## src/rtl/scsi_arb_pkg.sv

```systemverilog
package scsi_arb_pkg;
  typedef enum logic [1:0] {
    ARB_IDLE = 2'd0,
    ARB_RUN  = 2'd1,
    ARB_WON  = 2'd2
  } arb_state_e;
endpackage

```

## src/rtl/arb_delay_timer.sv

```systemverilog
module arb_delay_timer #(
  parameter int DELAY = 24,
  localparam int CW = (DELAY > 1) ? $clog2(DELAY) : 1
) (
  input  logic clk,
  input  logic rst_n,
  input  logic clear,
  input  logic start,
  input  logic run,
  output logic expire
);
  logic [CW-1:0] cnt_q;

  assign expire = run && (cnt_q == CW'(DELAY - 1));

  always_ff @(posedge clk or negedge rst_n) begin
    if (!rst_n)
      cnt_q <= '0;
    else if (clear || start)
      cnt_q <= '0;
    else if (run && !expire)
      cnt_q <= cnt_q + 1'b1;
  end
endmodule

```

## src/rtl/arb_top_bit.sv

```systemverilog
module arb_top_bit #(
  parameter int W = 8,
  localparam int IW = (W > 1) ? $clog2(W) : 1
) (
  input  logic [W-1:0]  vec,
  output logic [IW-1:0] idx,
  output logic          any
);
  always_comb begin
    any = |vec;
    idx = '0;
    for (int i = 0; i < W; i++)
      if (vec[i]) idx = IW'(i);
  end
endmodule

```

## src/rtl/scsi_arb_ctrl.sv

```systemverilog
module scsi_arb_ctrl
  import scsi_arb_pkg::*;
#(
  parameter int BUS_W     = 8,
  parameter int ARB_DELAY = 24
) (
  input  logic             clk,
  input  logic             rst_n,
  input  logic             soft_rst,
  input  logic             mode_wr,
  input  logic             mode_arb,
  input  logic             icmd_wr,
  input  logic             icmd_sel,
  input  logic [BUS_W-1:0] own_id,
  input  logic             bus_sel_in,
  input  logic [BUS_W-1:0] bus_data_in,
  output logic             bsy_drv,
  output logic             sel_drv,
  output logic             data_oe,
  output logic [BUS_W-1:0] data_out,
  output logic             arb_busy,
  output logic             arb_lost,
  output logic             arb_won
);
  localparam int IW = (BUS_W > 1) ? $clog2(BUS_W) : 1;

  arb_state_e       st_q;
  logic             mode_q, sel_q;
  logic [BUS_W-1:0] id_q;
  logic             bsy_q, doe_q, busy_q, lost_q, won_q;

  logic             arb_rise, arb_fall, sel_block, go;
  logic             expire;
  logic [IW-1:0]    top_idx;
  logic             top_any, own_hit;

  assign arb_rise  = mode_wr && mode_arb && !mode_q;
  assign arb_fall  = mode_wr && !mode_arb && mode_q;
  assign sel_block = bus_sel_in && !sel_q;
  assign go        = arb_rise && !sel_block && !soft_rst;

  arb_delay_timer #(.DELAY(ARB_DELAY)) u_timer (
    .clk    (clk),
    .rst_n  (rst_n),
    .clear  (soft_rst || arb_fall),
    .start  (go),
    .run    (st_q == ARB_RUN),
    .expire (expire)
  );

  arb_top_bit #(.W(BUS_W)) u_scan (
    .vec (bus_data_in),
    .idx (top_idx),
    .any (top_any)
  );

  assign own_hit = top_any && id_q[top_idx];

  always_ff @(posedge clk or negedge rst_n) begin
    if (!rst_n) begin
      st_q   <= ARB_IDLE;
      mode_q <= 1'b0;
      sel_q  <= 1'b0;
      id_q   <= '0;
      bsy_q  <= 1'b0;
      doe_q  <= 1'b0;
      busy_q <= 1'b0;
      lost_q <= 1'b0;
      won_q  <= 1'b0;
    end else if (soft_rst) begin
      st_q   <= ARB_IDLE;
      mode_q <= 1'b0;
      sel_q  <= 1'b0;
      bsy_q  <= 1'b0;
      doe_q  <= 1'b0;
      busy_q <= 1'b0;
      lost_q <= 1'b0;
      won_q  <= 1'b0;
    end else begin
      if (mode_wr) mode_q <= mode_arb;
      if (icmd_wr) sel_q  <= icmd_sel;
      if (arb_fall) begin
        st_q   <= ARB_IDLE;
        busy_q <= 1'b0;
        won_q  <= 1'b0;
        bsy_q  <= 1'b0;
        doe_q  <= 1'b0;
      end else if (arb_rise) begin
        if (sel_block) begin
          lost_q <= 1'b1;
        end else begin
          st_q   <= ARB_RUN;
          lost_q <= 1'b0;
          busy_q <= 1'b1;
          bsy_q  <= 1'b1;
          doe_q  <= 1'b1;
          id_q   <= own_id;
        end
      end else if (st_q == ARB_RUN && expire) begin
        if (own_hit) begin
          st_q  <= ARB_WON;
          won_q <= 1'b1;
        end else begin
          st_q   <= ARB_IDLE;
          lost_q <= 1'b1;
          bsy_q  <= 1'b0;
          doe_q  <= 1'b0;
          sel_q  <= 1'b0;
        end
      end
    end
  end

  assign bsy_drv  = bsy_q;
  assign sel_drv  = sel_q;
  assign data_oe  = doe_q;
  assign data_out = id_q;
  assign arb_busy = busy_q;
  assign arb_lost = lost_q;
  assign arb_won  = won_q;
endmodule

```

## config.mk

```make
export PLATFORM = sky130hd
export DESIGN_NAME = scsi_arb_ctrl
export DESIGN_NICKNAME = d
export VERILOG_FILES = /design/src/rtl/scsi_arb_pkg.sv /design/src/rtl/arb_delay_timer.sv /design/src/rtl/arb_top_bit.sv /design/src/rtl/scsi_arb_ctrl.sv
export SDC_FILE = /design/constraint.sdc
export NUM_CORES = 1
export LEC_CHECK = 0
export ABC_AREA = 1
export BUFFER_PORTS_ARGS = -buffer_cell sky130_fd_sc_hd__buf_2
export CAP_MARGIN = 20
export CORE_ASPECT_RATIO = 0.75
export CORE_MARGIN = 2
export CORE_UTILIZATION = 45
export DETAILED_ROUTE_END_ITERATION = 12
export HOLD_SLACK_MARGIN = 0.05
export PLACE_DENSITY_LB_ADDON = 0.25
export SYNTH_ARGS = -nofsm -noshare
export SYNTH_HDL_FRONTEND = slang
export SYNTH_SLANG_ARGS = --single-unit
```

## constraint.sdc

```tcl
create_clock -name clk -period 1.3 [get_ports clk]
set_input_delay 0.195 -clock clk [delete_from_list [all_inputs] [get_ports clk]]
set_output_delay 0.195 -clock clk [all_outputs]
set_load 0.02 [all_outputs]
```

==> metrics.txt, run 1 <==
# TYPE chip_impl_metric gauge
chip_impl_info{name="outcome",value="complete, but fails checks"} 1
chip_impl_info{name="failed_checks",value="setup timing"} 1
chip_impl_metric{name="synth-simple-area-share",unit="%"} 26.4
chip_impl_metric{name="netlist_instances",unit=""} 140
chip_impl_info{name="timing_worst_setup_path_type",value="reg2reg"} 1
chip_impl_metric{name="dp_worst_setup_slack",unit="ns"} -0.214
chip_impl_info{name="most_numerous_cell_types_in_the_synthesized_netlist",value="sky130_fd_sc_hd__nand2_1 (30), sky130_fd_sc_hd__inv_1 (23), sky130_fd_sc_hd__dfrtp_1 (21), sky130_fd_sc_hd__nand3_1 (15), sky130_fd_sc_hd__nor2_1 (9)"} 1
chip_impl_metric{name="drive_above_1_share",unit="%"} 55.2
chip_impl_metric{name="area_of_combinational_cells_with_multiple_inputs",unit="um^2"} 662
chip_impl_metric{name="layout-area-overhead-vs-synth",unit="%"} 54.6
chip_impl_metric{name="synth.mux.area_fraction",unit="%"} 9.89
chip_impl_info{name="cp-start-kind",value="flop"} 1
chip_impl_metric{name="ctsLongestPathBuffers",unit=""} 2
chip_impl_info{name="synth_top_family_by_area",value="simple AND/OR/NAND/NOR gates"} 1
chip_impl_metric{name="worst-r2r-cell-count",unit=""} 12
chip_impl_metric{name="cts_num_sinks",unit=""} 21
chip_impl_metric{name="worst-path-max-fanout",unit=""} 3
chip_impl_metric{name="numCtsBuffers",unit=""} 3
chip_impl_metric{name="globalRouteTotalUtil",unit="%"} 23.0
chip_impl_metric{name="post-route-worst-setup-slack",unit="ns"} -0.230
chip_impl_metric{name="max_slew.worst_pin.slew",unit="ns"} 0.474
chip_impl_metric{name="first_pass_grt_wire_length",unit="mm"} 5.18
chip_impl_metric{name="detail_route.drc_violations",unit=""} 0
chip_impl_metric{name="setup_viols_final",unit=""} 19
chip_impl_metric{name="grt_antenna_before_repair",unit=""} 0
chip_impl_metric{name="syn_nets",unit=""} 165
chip_impl_info{name="synth.area.top_cells",value="sky130_fd_sc_hd__dfrtp_1 (45%), sky130_fd_sc_hd__nand2_1 (9.6%), sky130_fd_sc_hd__mux2_4 (8.9%), sky130_fd_sc_hd__inv_1 (7.3%), sky130_fd_sc_hd__nand3_1 (6.4%)"} 1
chip_impl_metric{name="max_freq",unit="MHz"} 654
chip_impl_metric{name="critPathRequiredTime",unit="ns"} 1.57
chip_impl_metric{name="fp.dieArea",unit="mm^2"} 0.00304
chip_impl_metric{name="final-seq-area",unit="um^2"} 527
chip_impl_metric{name="number_of_enable_flip_flop_cells_after_synthesis",unit=""} 0
chip_impl_metric{name="port_buffers",unit=""} 37
chip_impl_metric{name="synth_compound_gate_area_share",unit="%"} 8.40
chip_impl_metric{name="numnets_final",unit=""} 236
chip_impl_metric{name="firstDrtPassIters",unit=""} 4
chip_impl_info{name="grt_setup_unrepaired",value="true"} 1
chip_impl_metric{name="yosysTopAreaCellShare",unit="%"} 44.7
chip_impl_metric{name="route.final.wire_length",unit="mm"} 3.32
chip_impl_metric{name="fin_util",unit="%"} 71.5
chip_impl_metric{name="die_width",unit="um"} 63.0
chip_impl_metric{name="finalCritPeriodShare",unit="%"} 118
chip_impl_info{name="endpoint_kind",value="flop"} 1
chip_impl_metric{name="synth.yosys.seq_area_share",unit="%"} 44.7
chip_impl_metric{name="synth_adder_area_share",unit="%"} 1.06
chip_impl_metric{name="die_h",unit="um"} 48.3
chip_impl_metric{name="worst_supply_voltage_drop_on_vdd",unit="V"} 0.000842
chip_impl_info{name="post-synth-top-area-cell",value="sky130_fd_sc_hd__dfrtp_1"} 1
chip_impl_info{name="synthMostInstantiatedCell",value="sky130_fd_sc_hd__nand2_1"} 1
chip_impl_metric{name="mappedNetlistArea",unit="mm^2"} 0.00118
chip_impl_metric{name="synthesized_flop_and_latch_total",unit=""} 21
chip_impl_metric{name="syn_area_per_cell",unit="um^2"} 8.40
chip_impl_metric{name="worstHoldPathCells",unit=""} 2
chip_impl_metric{name="grt_pass1_vias",unit=""} 1170
chip_impl_metric{name="finalClockSkew",unit="ns"} 0.000931
chip_impl_metric{name="synthArstFlopShare",unit="%"} 100
chip_impl_metric{name="worst_skew_pair.late_latency",unit="ns"} 0.31
chip_impl_metric{name="detail_route.wl_per_cell",unit="um"} 13.5
chip_impl_metric{name="ant_nets",unit=""} 0
chip_impl_metric{name="yosys.area_share.xor_xnor",unit="%"} 0
chip_impl_metric{name="relSlewSlack",unit="%"} 68.4
chip_impl_metric{name="timing.final.crit_period",unit="ns"} 1.53
chip_impl_metric{name="route.vias.total",unit=""} 1218
chip_impl_info{name="ys_dominant_reg_cell",value="sky130_fd_sc_hd__dfrtp_1"} 1
chip_impl_metric{name="standard_cell_core_area",unit="mm^2"} 0.00254
chip_impl_metric{name="grt_overflow",unit=""} 0
chip_impl_metric{name="p_per_area",unit="mW/mm^2"} 993
chip_impl_metric{name="ys_warn_count",unit=""} 0
chip_impl_metric{name="starting_density",unit="%"} 46.3
chip_impl_info{name="root_buffer",value="sky130_fd_sc_hd__clkbuf_4"} 1
chip_impl_metric{name="clkTransAtPathRegs",unit="ns"} 0.13
chip_impl_metric{name="drt_iter0_markers",unit=""} 14
chip_impl_metric{name="drt-vias-per-instance",unit=""} 4.95
chip_impl_metric{name="ios",unit=""} 38
chip_impl_metric{name="timing.max_cap.violations",unit=""} 0
chip_impl_info{name="tritoncts_clock_tree",value="yes"} 1
chip_impl_metric{name="n_fill_cell",unit=""} 193
chip_impl_metric{name="floorplan.rows",unit=""} 16
chip_impl_info{name="hold_class",value="in2reg"} 1
chip_impl_metric{name="place.gp.congestion",unit=""} 0.807
chip_impl_metric{name="largest_net_degree_at_the_start_of_global_routing",unit=""} 22
chip_impl_metric{name="synth_cell_type_count",unit=""} 25
chip_impl_metric{name="detailedPlacementHpwl",unit="mm"} 2.27
chip_impl_metric{name="worst-endpoint-arrival",unit="ns"} 1.80
chip_impl_metric{name="final.hold.worst_slack",unit="ns"} 0.100
chip_impl_metric{name="hold_viol",unit=""} 0
chip_impl_metric{name="slew_viol_final",unit=""} 0
chip_impl_metric{name="antenna_cells_inserted",unit=""} 0
chip_impl_metric{name="power.leakage",unit="nW"} 0.947
chip_impl_metric{name="htreeDepth",unit=""} 1
[cells in the final DEF (no fill, tap or decap), types with 4 or more instances in the layout]
cell type                 count
sky130_fd_sc_hd__nand3_1     13
sky130_fd_sc_hd__a21oi_1      4
sky130_fd_sc_hd__inv_1       19
sky130_fd_sc_hd__nor2_1       5
sky130_fd_sc_hd__nand2_4      4
sky130_fd_sc_hd__buf_2       37
sky130_fd_sc_hd__buf_6        6
sky130_fd_sc_hd__buf_4       23
sky130_fd_sc_hd__nor2_2       4
sky130_fd_sc_hd__o21ai_1      4
sky130_fd_sc_hd__nand2_1     23
sky130_fd_sc_hd__mux2_4       8
sky130_fd_sc_hd__dfrtp_1     20
sky130_fd_sc_hd__inv_2        5
sky130_fd_sc_hd__nand2_2      6
[worst max-delay path, cell delays in order (launching register included)]
cell	delay, ns
sky130_fd_sc_hd__dfrtp_1	0.41
sky130_fd_sc_hd__ha_2	0.20
sky130_fd_sc_hd__nand2_2	0.07
sky130_fd_sc_hd__nor3_2	0.04
sky130_fd_sc_hd__inv_1	0.10
sky130_fd_sc_hd__nor2_2	0.06
sky130_fd_sc_hd__nor3_2	0.16
sky130_fd_sc_hd__nand2_1	0.09
sky130_fd_sc_hd__o21ai_2	0.10
sky130_fd_sc_hd__inv_2	0.07
sky130_fd_sc_hd__nand2_1	0.07
sky130_fd_sc_hd__nand2_1	0.05
sky130_fd_sc_hd__nand2_1	0.05
[cells by family (layout without fill, tap and decap cells)]
logic type               after synthesis  after routing
AO/OA/AOI/OAI                         17             17
adder cells (fa/ha/maj)                1              1
buffers and inverters                 27             97
flip-flops                            21             21
multiplexers                           8              8
AND/OR/NAND/NOR                       66             66
[metrics by stage]
stage | cells | setup TNS [ns] | instance area [um^2] | total power, mW
floorplan | 140 | -1.54 | 1190 | 1.11
global placement | 231 | -2.27 | 1560 | 1.31
detailed placement | 231 | -2.98 | 1560 | 1.34
CTS | 244 | -2.60 | 1760 | 1.74
global route | 246 | -4.22 | 1820 | 1.90
finish | 246 | -2.93 | 1820 | 1.81
[metal layers]
layer	GRT usage (%)	vias to the layer above	part of all wire, %
li1	-	591	-
met1	26.9	583	44
met2	41.3	34	48
met3	5.54	10	3.6
met4	12.9	0	3.5
met5	0	-	0
[area by class of cell]
cell class | instances | area share [%]
clock inverters | 1 | 0.413
clock buffers | 3 | 1.24
multi-input cells | 92 | 36.4
inverters | 25 | 5.44
repair buffers | 68 | 25.1
well taps | 36 | 2.48
flip-flops and latches | 21 | 29.0
[flip-flops by register name, indices dropped and copies added (netlist names)]
register / flops
arb_busy: 1
data_oe: 1
st_q: 2
u_timer.cnt_q: 5
arb_lost: 1
mode_q: 1
sel_drv: 1
data_out: 8
arb_won: 1
[what timing repair did]
item	4_1_cts	5_1_grt
endpoints found under the setup margin	19	20
resized for setup	28	15
setup buffers	8	6
hold buffers	1	0
pin swaps	7	11
endpoints found under the hold margin	21	0
[path summary, 6_finish.rpt]
kind                                           end                         start  slack, ns
setup / recovery               data_oe$_DFFE_PN0P_  u_timer.cnt_q[0]$_DFFE_PN0P_      -0.23
hold / removal             data_out[6]$_DFFE_PN0P_                     own_id[6]       0.10
setup reg to reg               data_oe$_DFFE_PN0P_  u_timer.cnt_q[0]$_DFFE_PN0P_      -0.23
hold reg to reg               arb_lost$_DFFE_PN0P_          arb_lost$_DFFE_PN0P_       0.50
max in group asynchronous        sel_drv$_DFF_PN0_                         rst_n       0.60
min in group asynchronous     arb_busy$_DFFE_PN0P_                         rst_n       0.35
[where the power goes]
group          leakage [nW]  internal (mW)  total, mW  switching, mW
Sequential            0.263          0.734      0.801         0.0677
Combinational         0.670          0.302      0.661          0.360
Clock                0.0139          0.117      0.342          0.225
Total                 0.947           1.15       1.81          0.652
Power figures use the tool's default switching activity.
==> run 2: changes to the inputs <==
--- a/config.mk
+++ b/config.mk
@@ -13,5 +13,5 @@
 export CORE_UTILIZATION = 45
 export DETAILED_ROUTE_END_ITERATION = 12
-export HOLD_SLACK_MARGIN = 0.05
+export HOLD_SLACK_MARGIN = 0.1
 export PLACE_DENSITY_LB_ADDON = 0.25
 export SYNTH_ARGS = -nofsm -noshare
==> constraint.sdc (replaced) <==
create_clock -name clk -period 1.3 [get_ports clk]
set_input_delay 0.195 -clock clk [delete_from_list [all_inputs] [get_ports clk]]
set_output_delay 0.195 -clock clk [all_outputs]
set_load 0.1 [all_outputs]
==> run 2 against run 1 <==
  * The flow still finishes with violations (setup timing)
  * Non-clock buffer count is 11 higher
  * Sequential share of layout area is 4.1 points lower
  * Combinational power is 98% higher
  * Routed wire length is 20% higher
  * Core utilization is 13 points higher
  * Setup slack worse by 0.035 ns
  * Cell count is 4.5% higher
  * Register-to-register slack worse by 0.03 ns
  * Hold slack better by 0.0071 ns
  * Via count is 8.1% higher
  * Maximum frequency is 2.2% lower
  * Cell area is 18% higher
  * Largest cell class is now buffers
  * Largest power group is now combinational logic
  * Highest routed layer unchanged
==> metrics.txt, run 2 (synthesis results as in run 1) <==
# TYPE chip_impl_metric gauge
chip_impl_metric{name="ant_nets",unit=""} 0
chip_impl_info{name="critical_path.slowest_cell",value="sky130_fd_sc_hd__dfrtp_1"} 1
chip_impl_info{name="cp_top_family",value="simple AND/OR/NAND/NOR gates"} 1
chip_impl_metric{name="p_per_area",unit="mW/mm^2"} 1160
chip_impl_info{name="outcome",value="complete, but fails checks"} 1
chip_impl_metric{name="layout-area-overhead-vs-synth",unit="%"} 81.7
chip_impl_metric{name="final_design_area_no_fill",unit="mm^2"} 0.00214
chip_impl_metric{name="hold_viol",unit=""} 0
chip_impl_metric{name="critPathRequiredTime",unit="ns"} 1.53
chip_impl_metric{name="dp_worst_setup_slack",unit="ns"} -0.274
chip_impl_info{name="timing_worst_setup_path_type",value="reg2reg"} 1
chip_impl_metric{name="power.leakage",unit="nW"} 1.06
chip_impl_metric{name="ctsLongestPathBuffers",unit=""} 2
chip_impl_info{name="endpoint_kind",value="flop"} 1
chip_impl_metric{name="globalRouteTotalUtil",unit="%"} 24.3
chip_impl_metric{name="first_pass_grt_wire_length",unit="mm"} 5.46
chip_impl_info{name="final_cell_mix",value="sky130_fd_sc_hd__buf_4 (26), sky130_fd_sc_hd__nand2_1 (23), sky130_fd_sc_hd__buf_2 (23)"} 1
chip_impl_metric{name="die_width",unit="um"} 63.0
chip_impl_metric{name="die_h",unit="um"} 48.3
chip_impl_metric{name="largest_net_degree_at_the_start_of_global_routing",unit=""} 22
chip_impl_metric{name="drt-vias-per-instance",unit=""} 5.12
chip_impl_metric{name="critPathBufInv",unit=""} 2
chip_impl_metric{name="floorplan.rows",unit=""} 16
chip_impl_metric{name="detail_route.wl_per_cell",unit="um"} 15.5
chip_impl_metric{name="worst_supply_voltage_drop_on_vdd",unit="V"} 0.000867
chip_impl_metric{name="timing.final.crit_period",unit="ns"} 1.56
chip_impl_metric{name="drive_above_1_share",unit="%"} 55.7
chip_impl_metric{name="worst_skew_pair.late_latency",unit="ns"} 0.32
chip_impl_metric{name="route.final.wire_length",unit="mm"} 3.97
chip_impl_metric{name="report.power.total",unit="mW"} 2.48
chip_impl_metric{name="cts_num_sinks",unit=""} 21
chip_impl_metric{name="max_slew.worst_pin.slew",unit="ns"} 0.490
chip_impl_metric{name="n_fill_cell",unit=""} 141
chip_impl_metric{name="cell_internal_pwr",unit="mW"} 1.38
chip_impl_metric{name="worst-endpoint-arrival",unit="ns"} 1.79
chip_impl_metric{name="port_buffers",unit=""} 37
chip_impl_metric{name="antenna_cells_inserted",unit=""} 0
chip_impl_info{name="path_cells",value="ha_2, nand2_2, nor3_2, inv_2, nor2_4, nor3_2, nand2_1, o21ai_2, inv_2, nand2_2, nand2_1, nand2_1"} 1
chip_impl_info{name="cp-start-kind",value="flop"} 1
chip_impl_metric{name="htreeDepth",unit=""} 1
chip_impl_metric{name="drt_iter0_markers",unit=""} 74
chip_impl_metric{name="grt_pass1_vias",unit=""} 1248
chip_impl_metric{name="switchingPower",unit="mW"} 1.10
chip_impl_metric{name="slew_viol_final",unit=""} 0
chip_impl_info{name="hold_class",value="in2reg"} 1
chip_impl_metric{name="grt_antenna_before_repair",unit=""} 0
chip_impl_metric{name="grt_overflow",unit=""} 0
chip_impl_info{name="tritoncts_clock_tree",value="yes"} 1
chip_impl_metric{name="power_frac_clock",unit="%"} 13.8
chip_impl_metric{name="timing.max_cap.violations",unit=""} 0
chip_impl_metric{name="power.switching_fraction",unit="%"} 44.5
chip_impl_metric{name="numnets_final",unit=""} 247
chip_impl_metric{name="numCtsBuffers",unit=""} 3
chip_impl_metric{name="relSlewSlack",unit="%"} 67.3
chip_impl_metric{name="finalClockSkew",unit="ns"} 0.00270
chip_impl_metric{name="place.gp.congestion",unit=""} 0.756
chip_impl_metric{name="post-route-worst-setup-slack",unit="ns"} -0.265
chip_impl_metric{name="combinationalPowerShare",unit="%"} 53.0
chip_impl_metric{name="setup_viols_final",unit=""} 21
chip_impl_info{name="worst_path_most_repeated_cell",value="sky130_fd_sc_hd__nand2_1"} 1
chip_impl_metric{name="detail_route.drc_violations",unit=""} 0
chip_impl_metric{name="worst-path-max-fanout",unit=""} 3
chip_impl_metric{name="seq_power_share",unit="%"} 33.3
chip_impl_metric{name="firstDrtPassIters",unit=""} 4
chip_impl_metric{name="detailedPlacementHpwl",unit="mm"} 2.18
chip_impl_metric{name="starting_density",unit="%"} 46.3
chip_impl_metric{name="largest_register_ff_count",unit=""} 8
chip_impl_metric{name="ios",unit=""} 38
chip_impl_metric{name="cpPeakStageDelay",unit="ns"} 0.39
chip_impl_metric{name="fp.dieArea",unit="mm^2"} 0.00304
chip_impl_metric{name="finalCritPeriodShare",unit="%"} 120
chip_impl_metric{name="clkTransAtPathRegs",unit="ns"} 0.13
chip_impl_info{name="failed_checks",value="setup timing"} 1
chip_impl_metric{name="max_freq",unit="MHz"} 639
chip_impl_metric{name="route.vias.total",unit=""} 1317
chip_impl_metric{name="total_cell_area_at_the_placement_stage",unit="mm^2"} 0.00174
chip_impl_info{name="grt_setup_unrepaired",value="true"} 1
chip_impl_metric{name="standard_cell_core_area",unit="mm^2"} 0.00254
chip_impl_info{name="root_buffer",value="sky130_fd_sc_hd__clkbuf_4"} 1
chip_impl_info{name="most_common_library_cell_in_the_layout_ignoring_fill_and_taps",value="sky130_fd_sc_hd__buf_4"} 1
## run 2: worst register-to-register path, delay by kind of cell (launching register included)
family	cells	cell delay (ns)
buffers and inverters	2	0.16
and+or+nand+nor	8	0.65
DFF	1	0.39
AOI/OAI and AO/OA	1	0.07
adders and majority gates	1	0.20
## run 2: area by class of cell
class,count,area (um^2),share of cell area (%)
Clock buffer,3,22.5,1.05
Timing Repair Buffer,79,753,35.2
Sequential cell,21,532,24.9
Clock inverter,1,7.51,0.351
Multi-Input combinational cell,92,678,31.7
Inverter,25,98.8,4.63
Tap cell,36,45.0,2.11
## run 2: what timing repair did
action / 4_1_cts / 5_1_grt
hold buffers: 6 / 1
gates resized for setup: 32 / 25
setup endpoints to repair: 23 / 21
setup buffers: 5 / 10
pin swaps: 7 / 12
endpoints found under the hold margin: 26 / 1
## run 2: power by group through the flow
stage / registers [mW] / logic, mW / clock network, mW
2_1_floorplan: 1.23 / 0.272 / 0
3_3_place_gp: 0.824 / 1.12 / 0
3_5_place_dp: 0.828 / 1.14 / 0
4_1_cts: 0.819 / 1.22 / 0.357
5_1_grt: 0.837 / 1.37 / 0.389
6_report: 0.825 / 1.31 / 0.342
## run 2: through the flow
stage | std cells | setup TNS, ns | utilization [%] | hold WS [ns]
detailed placement | 232 | -4.05 | 68.6 | 0.180
global placement | 232 | -3.34 | 68.6 | 0.171
floorplan | 140 | -5.27 | - | -0.101
global route | 257 | -5.06 | 84.1 | 0.0996
finish | 257 | -3.77 | 84.1 | 0.107
CTS | 247 | -2.77 | 78.1 | 0.104
## run 2: final timing paths
check,start,endpoint,slack [ns],cells past startpoint
hold / removal,own_id[1],data_out[1]$_DFFE_PN0P_,0.11,2
max in group asynchronous,rst_n,sel_drv$_DFF_PN0_,0.58,2
setup / recovery,u_timer.cnt_q[0]$_DFFE_PN0P_,data_oe$_DFFE_PN0P_,-0.26,12
hold reg to reg,arb_lost$_DFFE_PN0P_,arb_lost$_DFFE_PN0P_,0.51,2
min in group asynchronous,rst_n,arb_lost$_DFFE_PN0P_,0.35,2
setup reg to reg,u_timer.cnt_q[0]$_DFFE_PN0P_,data_oe$_DFFE_PN0P_,-0.26,12
## run 2: metal layers
metal	global-route usage, %	vias up	part of all wire [%]	routed length, um
met5	0	-	0	0
met4	12.9	0	4.0	159
met3	7.85	19	6.7	265
met2	44.9	60	50	1980
met1	26.5	622	40	1570
li1	-	616	-	-
